### src/rtl/save_seq_pkg.sv
package save_seq_pkg;

  typedef enum logic [3:0] {
    IDLE,
    WAIT_SR,
    ISOLATE,
    PWR_SWITCH,
    CLK_SWITCH,
    EXIT_SR,
    COPY,
    DONE,
    ERROR
  } seqState_t;

  typedef struct packed {
    logic latchCfg;
    logic fullMode;
    logic copyEn;
  } seqStrobe_t;

endpackage

### src/rtl/save_seq_ctrl.sv
module save_seq_ctrl
  import save_seq_pkg::*;
#(
  parameter int TW = 8
) (
  input  logic          clk,
  input  logic          rstN,
  input  logic          powerFail,
  input  logic          saveCmd,
  input  logic          partialMode,
  input  logic [TW-1:0] srTimeout,
  input  logic          srDone,
  input  logic          copyDone,
  input  logic          copyFail,
  output seqStrobe_t    strobe,
  output logic          muxSelLocal,
  output logic          backupPwrEn,
  output logic          clkSlowSel,
  output logic          localCke,
  output logic          saveBusy,
  output logic          saveDone,
  output logic          dataValid,
  output logic          errTimeout,
  output logic          errFlash
);

  seqState_t     state;
  logic [TW-1:0] waitCnt;
  logic [TW:0]   waitNext;
  logic          trigger;

  assign trigger  = powerFail | saveCmd;
  assign waitNext = {1'b0, waitCnt} + {{TW{1'b0}}, 1'b1};

  always_ff @(posedge clk or negedge rstN) begin
    if (!rstN) begin
      state      <= IDLE;
      waitCnt    <= '0;
      saveDone   <= 1'b0;
      dataValid  <= 1'b0;
      errTimeout <= 1'b0;
      errFlash   <= 1'b0;
    end else begin
      unique case (state)
        IDLE: if (trigger) begin
          state      <= WAIT_SR;
          waitCnt    <= '0;
          saveDone   <= 1'b0;
          dataValid  <= 1'b0;
          errTimeout <= 1'b0;
          errFlash   <= 1'b0;
        end
        WAIT_SR: begin
          if (srDone) begin
            state <= ISOLATE;
          end else if (waitNext >= {1'b0, srTimeout}) begin
            state      <= ERROR;
            errTimeout <= 1'b1;
          end else begin
            waitCnt <= waitNext[TW-1:0];
          end
        end
        ISOLATE:    state <= PWR_SWITCH;
        PWR_SWITCH: state <= CLK_SWITCH;
        CLK_SWITCH: state <= EXIT_SR;
        EXIT_SR:    state <= COPY;
        COPY: begin
          if (copyFail) begin
            state    <= ERROR;
            errFlash <= 1'b1;
          end else if (copyDone) begin
            state     <= DONE;
            saveDone  <= 1'b1;
            dataValid <= 1'b1;
          end
        end
        DONE:    state <= IDLE;
        ERROR:   state <= IDLE;
        default: state <= IDLE;
      endcase
    end
  end

  // Ownership window: from the mux switch to the end of the copy
  assign muxSelLocal = (state >= ISOLATE)    && (state <= COPY);
  assign saveBusy    = (state >= ISOLATE)    && (state <= COPY);
  assign backupPwrEn = (state >= PWR_SWITCH) && (state <= COPY);
  assign clkSlowSel  = (state >= CLK_SWITCH) && (state <= COPY);
  assign localCke    = (state == EXIT_SR)    || (state == COPY);

  assign strobe.latchCfg = (state == IDLE) && trigger;
  assign strobe.fullMode = powerFail | ~partialMode;
  assign strobe.copyEn   = (state == COPY);

  AST_ISO_AFTER_SR: assert property (@(posedge clk) disable iff (!rstN)
    $rose(muxSelLocal) |-> $past(srDone));
  AST_PWR_AFTER_ISO: assert property (@(posedge clk) disable iff (!rstN)
    $rose(backupPwrEn) |-> $past(muxSelLocal) && muxSelLocal);
  AST_CLK_AFTER_PWR: assert property (@(posedge clk) disable iff (!rstN)
    $rose(clkSlowSel) |-> $past(backupPwrEn) && backupPwrEn);
  AST_PWR_OFF_DONE: assert property (@(posedge clk) disable iff (!rstN)
    $rose(saveDone) |-> !backupPwrEn && !saveBusy);
  AST_ERR_NOT_VALID: assert property (@(posedge clk) disable iff (!rstN)
    errFlash |-> !dataValid && !saveDone);
  AST_TIMEOUT_NO_OWN: assert property (@(posedge clk) disable iff (!rstN)
    $rose(errTimeout) |-> !muxSelLocal && !$past(muxSelLocal));

endmodule

### src/rtl/save_seq_dp.sv
module save_seq_dp
  import save_seq_pkg::*;
#(
  parameter int AW       = 5,
  parameter int DW       = 16,
  parameter int SLOW_DIV = 2
) (
  input  logic          clk,
  input  logic          rstN,
  input  seqStrobe_t    strobe,
  input  logic [AW-1:0] startAddr,
  input  logic [AW:0]   saveLen,
  output logic          dramReq,
  output logic [AW-1:0] dramAddr,
  input  logic          dramAck,
  input  logic [DW-1:0] dramRdata,
  output logic          flashReq,
  output logic [AW-1:0] flashAddr,
  output logic [DW-1:0] flashWdata,
  input  logic          flashAck,
  input  logic          flashErr,
  output logic          copyDone,
  output logic          copyFail
);

  localparam int LW    = AW + 1;
  localparam int DEPTH = 1 << AW;
  localparam int DVW   = (SLOW_DIV > 1) ? $clog2(SLOW_DIV) : 1;

  logic [AW-1:0]  addr;
  logic [LW-1:0]  remaining;
  logic [LW-1:0]  winLen;
  logic [DW-1:0]  dataReg;
  logic [DVW-1:0] divCnt;
  logic           rdActive, wrActive, failFlag, slowTick, launch;

  assign winLen   = (saveLen > LW'(DEPTH)) ? LW'(DEPTH) : saveLen;
  assign slowTick = (divCnt == '0);
  assign launch   = strobe.copyEn && !rdActive && !wrActive && !failFlag
                    && (remaining != '0) && slowTick;

  // Local rate divider: one DRAM access slot every SLOW_DIV cycles
  always_ff @(posedge clk or negedge rstN) begin
    if (!rstN)                            divCnt <= '0;
    else if (!strobe.copyEn)              divCnt <= '0;
    else if (divCnt == DVW'(SLOW_DIV - 1)) divCnt <= '0;
    else                                  divCnt <= divCnt + 1'b1;
  end

  always_ff @(posedge clk or negedge rstN) begin
    if (!rstN) begin
      addr      <= '0;
      remaining <= '0;
      dataReg   <= '0;
      rdActive  <= 1'b0;
      wrActive  <= 1'b0;
      failFlag  <= 1'b0;
    end else if (strobe.latchCfg) begin
      addr      <= strobe.fullMode ? '0 : startAddr;
      remaining <= strobe.fullMode ? LW'(DEPTH) : winLen;
      rdActive  <= 1'b0;
      wrActive  <= 1'b0;
      failFlag  <= 1'b0;
    end else begin
      if (launch) rdActive <= 1'b1;
      if (rdActive && dramAck) begin
        rdActive <= 1'b0;
        wrActive <= 1'b1;
        dataReg  <= dramRdata;
      end
      if (wrActive && flashAck) begin
        wrActive <= 1'b0;
        if (flashErr) begin
          failFlag <= 1'b1;
        end else begin
          addr      <= addr + 1'b1;
          remaining <= remaining - 1'b1;
        end
      end
    end
  end

  assign dramReq    = rdActive;
  assign dramAddr   = addr;
  assign flashReq   = wrActive;
  assign flashAddr  = addr;
  assign flashWdata = dataReg;
  assign copyFail   = failFlag;
  assign copyDone   = strobe.copyEn && (remaining == '0) && !rdActive && !wrActive;

  AST_FLASH_OWNED: assert property (@(posedge clk) disable iff (!rstN)
    (flashReq || dramReq) |-> strobe.copyEn);
  AST_DRAM_HOLD: assert property (@(posedge clk) disable iff (!rstN)
    (dramReq && !dramAck) |=> dramReq && $stable(dramAddr));
  AST_NO_WRITE_AFTER_FAIL: assert property (@(posedge clk) disable iff (!rstN)
    (failFlag && !strobe.latchCfg) |=> !flashReq);

endmodule

### src/rtl/save_seq_top.sv
module save_seq_top
  import save_seq_pkg::*;
#(
  parameter int AW       = 5,
  parameter int DW       = 16,
  parameter int TW       = 8,
  parameter int SLOW_DIV = 2
) (
  input  logic          clk,
  input  logic          rstN,
  input  logic          powerFail,
  input  logic          saveCmd,
  input  logic          partialMode,
  input  logic [AW-1:0] startAddr,
  input  logic [AW:0]   saveLen,
  input  logic [TW-1:0] srTimeout,
  input  logic          srDone,
  output logic          muxSelLocal,
  output logic          backupPwrEn,
  output logic          clkSlowSel,
  output logic          localCke,
  output logic          dramReq,
  output logic [AW-1:0] dramAddr,
  input  logic          dramAck,
  input  logic [DW-1:0] dramRdata,
  output logic          flashReq,
  output logic [AW-1:0] flashAddr,
  output logic [DW-1:0] flashWdata,
  input  logic          flashAck,
  input  logic          flashErr,
  output logic          saveBusy,
  output logic          saveDone,
  output logic          dataValid,
  output logic          errTimeout,
  output logic          errFlash
);

  seqStrobe_t strobe;
  logic       copyDone, copyFail;

  save_seq_ctrl #(.TW(TW)) ctrl_i (
    .clk(clk), .rstN(rstN), .powerFail(powerFail), .saveCmd(saveCmd),
    .partialMode(partialMode), .srTimeout(srTimeout), .srDone(srDone),
    .copyDone(copyDone), .copyFail(copyFail), .strobe(strobe),
    .muxSelLocal(muxSelLocal), .backupPwrEn(backupPwrEn), .clkSlowSel(clkSlowSel),
    .localCke(localCke), .saveBusy(saveBusy), .saveDone(saveDone),
    .dataValid(dataValid), .errTimeout(errTimeout), .errFlash(errFlash)
  );

  save_seq_dp #(.AW(AW), .DW(DW), .SLOW_DIV(SLOW_DIV)) dp_i (
    .clk(clk), .rstN(rstN), .strobe(strobe), .startAddr(startAddr), .saveLen(saveLen),
    .dramReq(dramReq), .dramAddr(dramAddr), .dramAck(dramAck), .dramRdata(dramRdata),
    .flashReq(flashReq), .flashAddr(flashAddr), .flashWdata(flashWdata),
    .flashAck(flashAck), .flashErr(flashErr), .copyDone(copyDone), .copyFail(copyFail)
  );

endmodule

### config.mk
export PLATFORM = sky130hd
export DESIGN_NAME = save_seq_top
export DESIGN_NICKNAME = d
export VERILOG_FILES = /design/src/rtl/save_seq_pkg.sv /design/src/rtl/save_seq_ctrl.sv /design/src/rtl/save_seq_dp.sv /design/src/rtl/save_seq_top.sv
export SDC_FILE = /design/constraint.sdc
export NUM_CORES = 1
export LEC_CHECK = 0
export ABC_AREA = 1
export CAP_MARGIN = 25
export CORE_MARGIN = 10
export CORE_UTILIZATION = 52
export CTS_BUF_LIST = sky130_fd_sc_hd__clkbuf_8
export DETAILED_ROUTE_END_ITERATION = 10
export GPL_TIMING_DRIVEN = 0
export MAX_ROUTING_LAYER = met4
export PLACE_DENSITY = 0.87
export SLEW_MARGIN = 20
export SYNTH_ARGS = -nofsm -noshare
export SYNTH_HDL_FRONTEND = slang
export SYNTH_SLANG_ARGS = --single-unit
### constraint.sdc
create_clock -name clk -period 3.1 [get_ports clk]
set_input_delay 0.62 -clock clk [delete_from_list [all_inputs] [get_ports clk]]
set_output_delay 0.62 -clock clk [all_outputs]
set_load 0.1 [all_outputs]
# ---- Yosys cells after proc, flatten, opt, wreduce, memory -nomap -nowiden
# Cells that the tools add are included.
# W data, S select, Z words.
dict set report word_totals {
  latch_bits 0
  memories 0
  register_bits 46
  elab_cells 117
  rom_bits 0
  out_inout_bits 37
  mem_bits_rw 0
  inputBits 44
}
dict set report classes {
  magnitude_cmp 6
  n_bitwise 5
  muxes 39
  n_div 0
  n_addsub 4
  n_mul 0
  reduce_logical 35
  n_eq_ne 16
  shifts 0
}
# operator n
set ops {}
lappend ops {{$mux W6} 5}
lappend ops {{$pmux W4 S7} 1}
lappend ops {{$mux W8} 3}
lappend ops {{$mux W4} 5}
lappend ops {{$mux W5} 4}
lappend ops {{$mux W1} 17}
lappend ops {{$pmux W8 S2} 1}
lappend ops {{$logic_and A1 B1 Y1} 14}
lappend ops {{$eq A4 B3 Y1 const B} 3}
lappend ops {{$reduce_and A4 Y1} 3}
lappend ops {{$ne A2 B2 Y1 const B} 5}
lappend ops {{$add A8 B1 Y9 const B} 1}
lappend ops {{$ge A9 B8 Y1} 1}
lappend ops {{$eq A4 B2 Y1 const B} 2}
lappend ops {{$ge A4 B2 Y1 const B} 2}
lappend ops {{$reduce_bool A2 Y1} 4}
lappend ops {{$gt A6 B6 Y1 const B} 1}
lappend ops {{$logic_not A6 Y1} 1}
lappend ops {{$ne A2 B1 Y1 const B} 3}
lappend ops {{$pmux W1 S2} 3}
lappend ops {{$reduce_and A2 Y1} 3}
lappend ops {{$reduce_and A3 Y1} 2}
lappend ops {{$reduce_bool A3 Y1} 2}
lappend ops {{$reduce_bool A6 Y1} 1}
lappend ops {{other kinds (13)} 18}

# ---- Longest topological paths before layout
# Gate-level depths: netlist of run 1.
dict set report logic_depth {
  ltp_word 9
  ltp_mapped 16
  ltp_nobuf 16
}

# ---- Modules after synthesis
# From an unflattened synthesis of run 1, not the netlist that was laid out.
dict set report unflattened {
  cells_unflattened 319
  hier_area_um2 2798.9
}
# mod instances area_per_inst_um2 cells_each seq_area_each_um2
set by_module_without_submodules {}
lappend by_module_without_submodules {save_seq_dp 1 1620.3 167 775.7}
lappend by_module_without_submodules {save_seq_ctrl 1 1178.6 152 375.4}

# ---- Worst setup path before layout of run 1
# OpenSTA, ideal clock, no wires.
dict set report synth_timing {
  path_kind {register to output}
  start {register ctrl_i.state[2]}
  end {output saveBusy}
  t_arrival_ns 2.682
  path_stages_with_launch 6
  required_ns 2.480
  n_path_buf 1
  path_slack_ns -0.202
  cell_sequence {dfrtp_1 -> inv_1 -> nor2_1 -> inv_1 -> o22ai_1 -> buf_4}
}
dict set report synth_via {
  elab_chain_cells 2
  word_cells_on_any_way 3
}
# item line_no
set synth_rtl {}
lappend synth_rtl {{start, declared} save_seq_ctrl.sv:27} ;# seqState_t state;
lappend synth_rtl {{start signal, assigned} save_seq_ctrl.sv:37} ;# state <= IDLE;
lappend synth_rtl {{start signal, assigned} save_seq_ctrl.sv:46} ;# state <= WAIT_SR;
lappend synth_rtl {{start signal, assigned} save_seq_ctrl.sv:55} ;# state <= ISOLATE;
lappend synth_rtl {{$ge A4 B2 Y1 / $le A4 B3 Y1 (equally long branches)} --}
lappend synth_rtl {{$logic_and A1 B1 Y1 *} --}
lappend synth_rtl {{end, declared} save_seq_top.sv:31} ;# output logic saveBusy,
# Every way passes the cells marked *; elsewhere a longest branch is shown, timed or not.

# ---- Worst setup path in the final report of run 1
dict set report layout_timing {
  start {register ctrl_i.state[2]}
  end {output clkSlowSel}
}
dict set report layout_via {
  elab_chain_cells 2
  word_cells_on_any_way 3
}
# item line_no
set layout_rtl {}
lappend layout_rtl {{$ge A4 B3 Y1 / $le A4 B3 Y1 (equally long branches)} save_seq_ctrl.sv:88} ;# assign clkSlowSel = (state >= CLK_SWITCH) && (state <= COPY);
lappend layout_rtl {{$logic_and A1 B1 Y1 *} save_seq_ctrl.sv:88}
lappend layout_rtl {{end, declared} save_seq_top.sv:20} ;# output logic clkSlowSel,
# Marks and branches as above.

==> metrics, run 1 <==
slowest stage delay, CP=1.15 ns; Max FO, Critical Path=4; Avg Inst Size Synth=8.969 um^2; Crit Path Class=flop to primary output; prevailing post-synth register cell=dfrtp_1; Final setup viols=0; startpoint types=flop; Setup WS post-layout=0.1214 ns; Layout area overhead=38.09%; DRT iter0 DRCs=117; Clk Latency, worst-skew pair=0.30 ns; ranking of synthesized cells by area=dfrtp_1 (43%), nand2_1 (8.7%), ha_1 (5.6%); layout cells sized above 1=0.1295; Hold-fix buffers, CTS=0; DP Worst Slack=0.3558 ns; top cell type's share of synthesized area=0.4321; CORE AREA=4848 um^2; r2r setup slk=0.51 ns; DIE AREA=8386 um^2; clk slew on worst S/H paths=0.09 ns; DP Wirelength=5406 um; Req. time, crit path=2.48 ns; most common cell after layout, fill and taps aside=clkdlybuf4s50_1; Vias=2,343; CP Capture Type=primary output; Cells after Synth=297; Setup TNS=0 ns; total wire length=6694 um; row cnt=25; H-tree levels=2; clock buffer count from CTS=5; Post-Layout Cell Count=453; Reg2Reg Capture Point=ctrl_i.waitCnt[3]; Num Clock Sinks=46; WL/cell=14.78 um; antenna cell count=0; area leader, netlist=dfrtp_1; most frequent cells in the layout=clkdlybuf4s50_1 (76), nand2_1 (62), dfrtp_1 (46); Post-synth EDFFs=0; first-pass GRT wire length=11,370 um; DRT Pass-1 Iters=5; largest net degree at the start of global routing=31; Worst EP arrival=2.36 ns; Setup Skew=0.008275 ns; Max Fclk=335.7 MHz; # placed instances=445; critical path's slowest cell=clkdlybuf4s50_1; RSZ-0062 raised after global routing=no; initial antenna violation count=0; max-cap violation count=0; async set-reset flop share out of synthesis=1.000; Initial Utilization=0.5494; Yosys cell types=37; global placer's final weighted congestion=0.8632; status=finished, final reports clean; Remaining DRCs=0; total global-route track usage=0.1647; endpoints failing hold=0; Worst Tran Pin Value=0.9953 ns; I/O pin count=81; Slew Limit Fails=0; height of the die=91.58 um; width of the die=91.58 um; Overflow after GRT=0; Syn. warnings=0; Final nets=441; CTS tree=yes; critical path, cell by cell=inv_1 -> nor2_1 -> inv_1 -> nor2_1 -> clkdlybuf4s50_1; Max transition margin=0.3344; Hold Crit Class=input port to async pin; Post-Synthesis Cell Area=2664 um^2; r2r worst-path depth=13; Final min period=2.979 ns; number of global-route vias before repair=2,551; Gates resized, CTS repair=0; Root Buffer=clkbuf_8; critical path's top delay family=buffers and inverters; PortBufs=80; Crit path depth=5; Clock Path Buffers=2; syn_nets=353; Final Cycle Share=0.9609; Vias/cell=5.172; Post-CTS Setup Bufs=0; register area share after synthesis=0.4321; synthesized flop and latch total=46; worst path bufs/invs=3; post-route ant nets=0; worst reg2reg startpoint=ctrl_i.waitCnt[0]
[worst max-delay path by stage]
stage                         endpoint            start  slack (ns)
finish                      clkSlowSel  ctrl_i.state[2]        0.12
floorplan                  backupPwrEn  ctrl_i.state[1]        0.36
global route                clkSlowSel  ctrl_i.state[2]       0.009
detailed placement            saveBusy  ctrl_i.state[2]        0.36
CTS                           saveBusy  ctrl_i.state[2]        0.02
global placement    dp_i.flashWdata[3]             rstN        0.19
[cell type report]
class,instances,area [um^2]
clock buffer,5,68.82
tap,67,83.83
clock inverter,3,25.02
fill,349,1170
multi-input combinational,199,1281
inverter,43,168.9
timing repair buffer,81,830.8
sequential,46,1151
buffer,9,68.82
[registers in the layout (all words and copies together), names as in the netlist]
register and count:
dp_i.flashReq 1, dp_i.flashWdata 16, dp_i.dramAddr 5, dp_i.divCnt 1, dp_i.remaining 6, ctrl_i.errTimeout 1
ctrl_i.saveDone 1, ctrl_i.errFlash 1, dp_i.copyFail 1, dp_i.dramReq 1, ctrl_i.state 4, ctrl_i.waitCnt 8
[through the flow]
step,util,instance area [um^2],hold WS [ns]
CTS,0.7572,3671,0.3756
finish,0.7587,3679,0.3690
global route,0.7587,3679,0.4062
floorplan,-,2670,0.3244
detailed placement,0.7378,3577,0.3985
global placement,0.7332,3555,0.4061
[metal layers]
layer / up-vias / wire length, um / global-route usage
met5: - / 0 / -
met2: 90 / 3324 / 0.2808
met3: 6 / 443 / 0.04362
li1: 1152 / - / -
met1: 1095 / 2887 / 0.1863
met4: 0 / 39 / 0.04308
[synth_stat cells, types with 5 or more instances]
cell type   n
dfrtp_1    46
ha_1       12
buf_4       7
nand4_1     9
mux2_4     10
nor2_1     22
mux2_2      6
xor2_1      5
nand3_1    21
xnor2_1     5
inv_1      37
nand2_1    62
o21ai_0     7
a21oi_1     9
nor3_1      6
[kinds of logic after synthesis]
logic type | Yosys count | share of synthesized area
AO/OA/AOI/OAI | 31 | 0.07421
adder cells (fa/ha/maj) | 12 | 0.05636
flip-flops | 46 | 0.4321
buffers and inverters | 52 | 0.08924
multiplexers | 16 | 0.08173
AND/OR/NAND/NOR | 130 | 0.2334
XOR/XNOR | 10 | 0.03288
Power of run 1 is left out: the tool's default activity adds up to more than one toggle a clock period on the data nets, which glitch-free logic cannot reach.
==> run 2, diff against run 1 <==
CELL_PAD_IN_SITES_DETAIL_PLACEMENT = 0   (was not set)
CELL_PAD_IN_SITES_GLOBAL_PLACEMENT = 1   (was not set)
CORE_UTILIZATION = 39   (was 52)
PLACE_DENSITY = not set   (was 0.87)
PLACE_DENSITY_LB_ADDON = 0.1   (was not set)
==> metrics, run 2 (synthesized netlist as in run 1, its figures left out) <==
status=finished, final reports clean; Worst EP arrival=2.34 ns; I/O pin count=81; Num Clock Sinks=46; Clock Path Buffers=2; largest net degree at the start of global routing=27; Final Cycle Share=0.9540; Vias/cell=4.809; DRT Pass-1 Iters=4; PortBufs=80; height of the die=102.6 um; Clk Latency, worst-skew pair=0.31 ns; DP Wirelength=5366 um; Setup WS post-layout=0.1428 ns; Max Fclk=338.2 MHz; H-tree levels=2; max FFs per register=16; clock buffer count from CTS=5; WL/cell=14.62 um; DP Worst Slack=0.3689 ns; r2r setup slk=0.54 ns; Initial Utilization=0.3965; Post-CTS Setup Bufs=0; startpoint types=flop; Req. time, crit path=2.48 ns; Slew Limit Fails=0; DRT iter0 DRCs=85; Crit Path Class=flop to primary output; max-cap violation count=0; Setup TNS=0 ns; Setup Skew=0.01244 ns; GRT busiest layer=met2; global placer's final weighted congestion=0.8508; total global-route track usage=0.1368; Vias=2,241; Overflow after GRT=0; critical path's slowest cell=clkdlybuf4s50_1; CTS tree=yes; met2 global-route usage=0.1982; hold slack=0.2755 ns; critical path, cell by cell=nand2_1 -> o21ai_0 -> a21oi_1 -> clkdlybuf4s50_1; placed cell areas=3586 um^2; Max transition margin=0.3259; row cnt=30; CORE AREA=6719 um^2; most frequent cells in the layout=clkdlybuf4s50_1 (76), nand2_1 (62), dfrtp_1 (46); total wire length=6815 um; met3 Resource Use GR=0.03619; endpoints failing hold=0; slowest stage delay, CP=1.15 ns; layout cells sized above 1=0.1295; fin area=3684 um^2; Final min period=2.957 ns; Hold Crit Class=input port to async pin; Layout area overhead=38.28%; CP Capture Type=primary output; Final setup viols=0; Root Buffer=clkbuf_8; Final nets=441; clk slew on worst S/H paths=0.10 ns; RSZ-0062 raised after global routing=no; width of the die=102.6 um; most common cell after layout, fill and taps aside=clkdlybuf4s50_1; DIE AREA=10,540 um^2; post-route ant nets=0; number of global-route vias before repair=2,223; antenna cell count=0; first-pass GRT wire length=11,210 um; initial antenna violation count=0; Worst Tran Pin Value=1.008 ns; Remaining DRCs=0; grt met1 use=0.1866; Max FO, Critical Path=7
[run 2: worst max-delay path, delay by kind of cell, from the launching register on]
family / cells / cell delay (ns)
compound gates: 2 / 0.22
buf+inv: 1 / 1.15
flops: 1 / 0.49
simple gates: 1 / 0.17
[run 2: area by class of cell]
cell class / count / area (um^2)
Buffer: 9 / 68.82
Inverter: 43 / 168.9
Tap cell: 80 / 100.1
Multi-Input combinational cell: 199 / 1281
Timing Repair Buffer: 81 / 823.3
Clock inverter: 3 / 21.27
Sequential cell: 46 / 1151
Fill cell: 643 / 3035
Clock buffer: 5 / 68.82
[run 2: metrics by stage]
stage,utilization,cells
floorplan,-,297
finish,0.5482,466
detailed placement,0.5337,458
global placement,0.5315,457
CTS,0.5471,466
global route,0.5482,466
[run 2: metal layers]
metal,up-vias,wire length (um)
li1,1152,-
met1,1033,3363
met5,-,0
met3,6,432
met4,0,59
met2,50,2958
[run 2: what timing repair did]
item	in CTS	in global routing
endpoints found under the setup margin	0	3
hold buffers	0	0
resized for setup	0	3
[run 2: worst paths after layout]
path,startpoint,endpoint,depth (start not counted)
min,rstN,ctrl_i.waitCnt[1],1
max in group asynchronous,rstN,ctrl_i.waitCnt[6],2
max,ctrl_i.state[1],backupPwrEn,4
max reg2reg,ctrl_i.waitCnt[0],ctrl_i.waitCnt[2],16
min in group clk,dp_i.divCnt,dp_i.divCnt,1
min reg2reg,dp_i.divCnt,dp_i.divCnt,1
Power of run 2 is left out for the same reason.
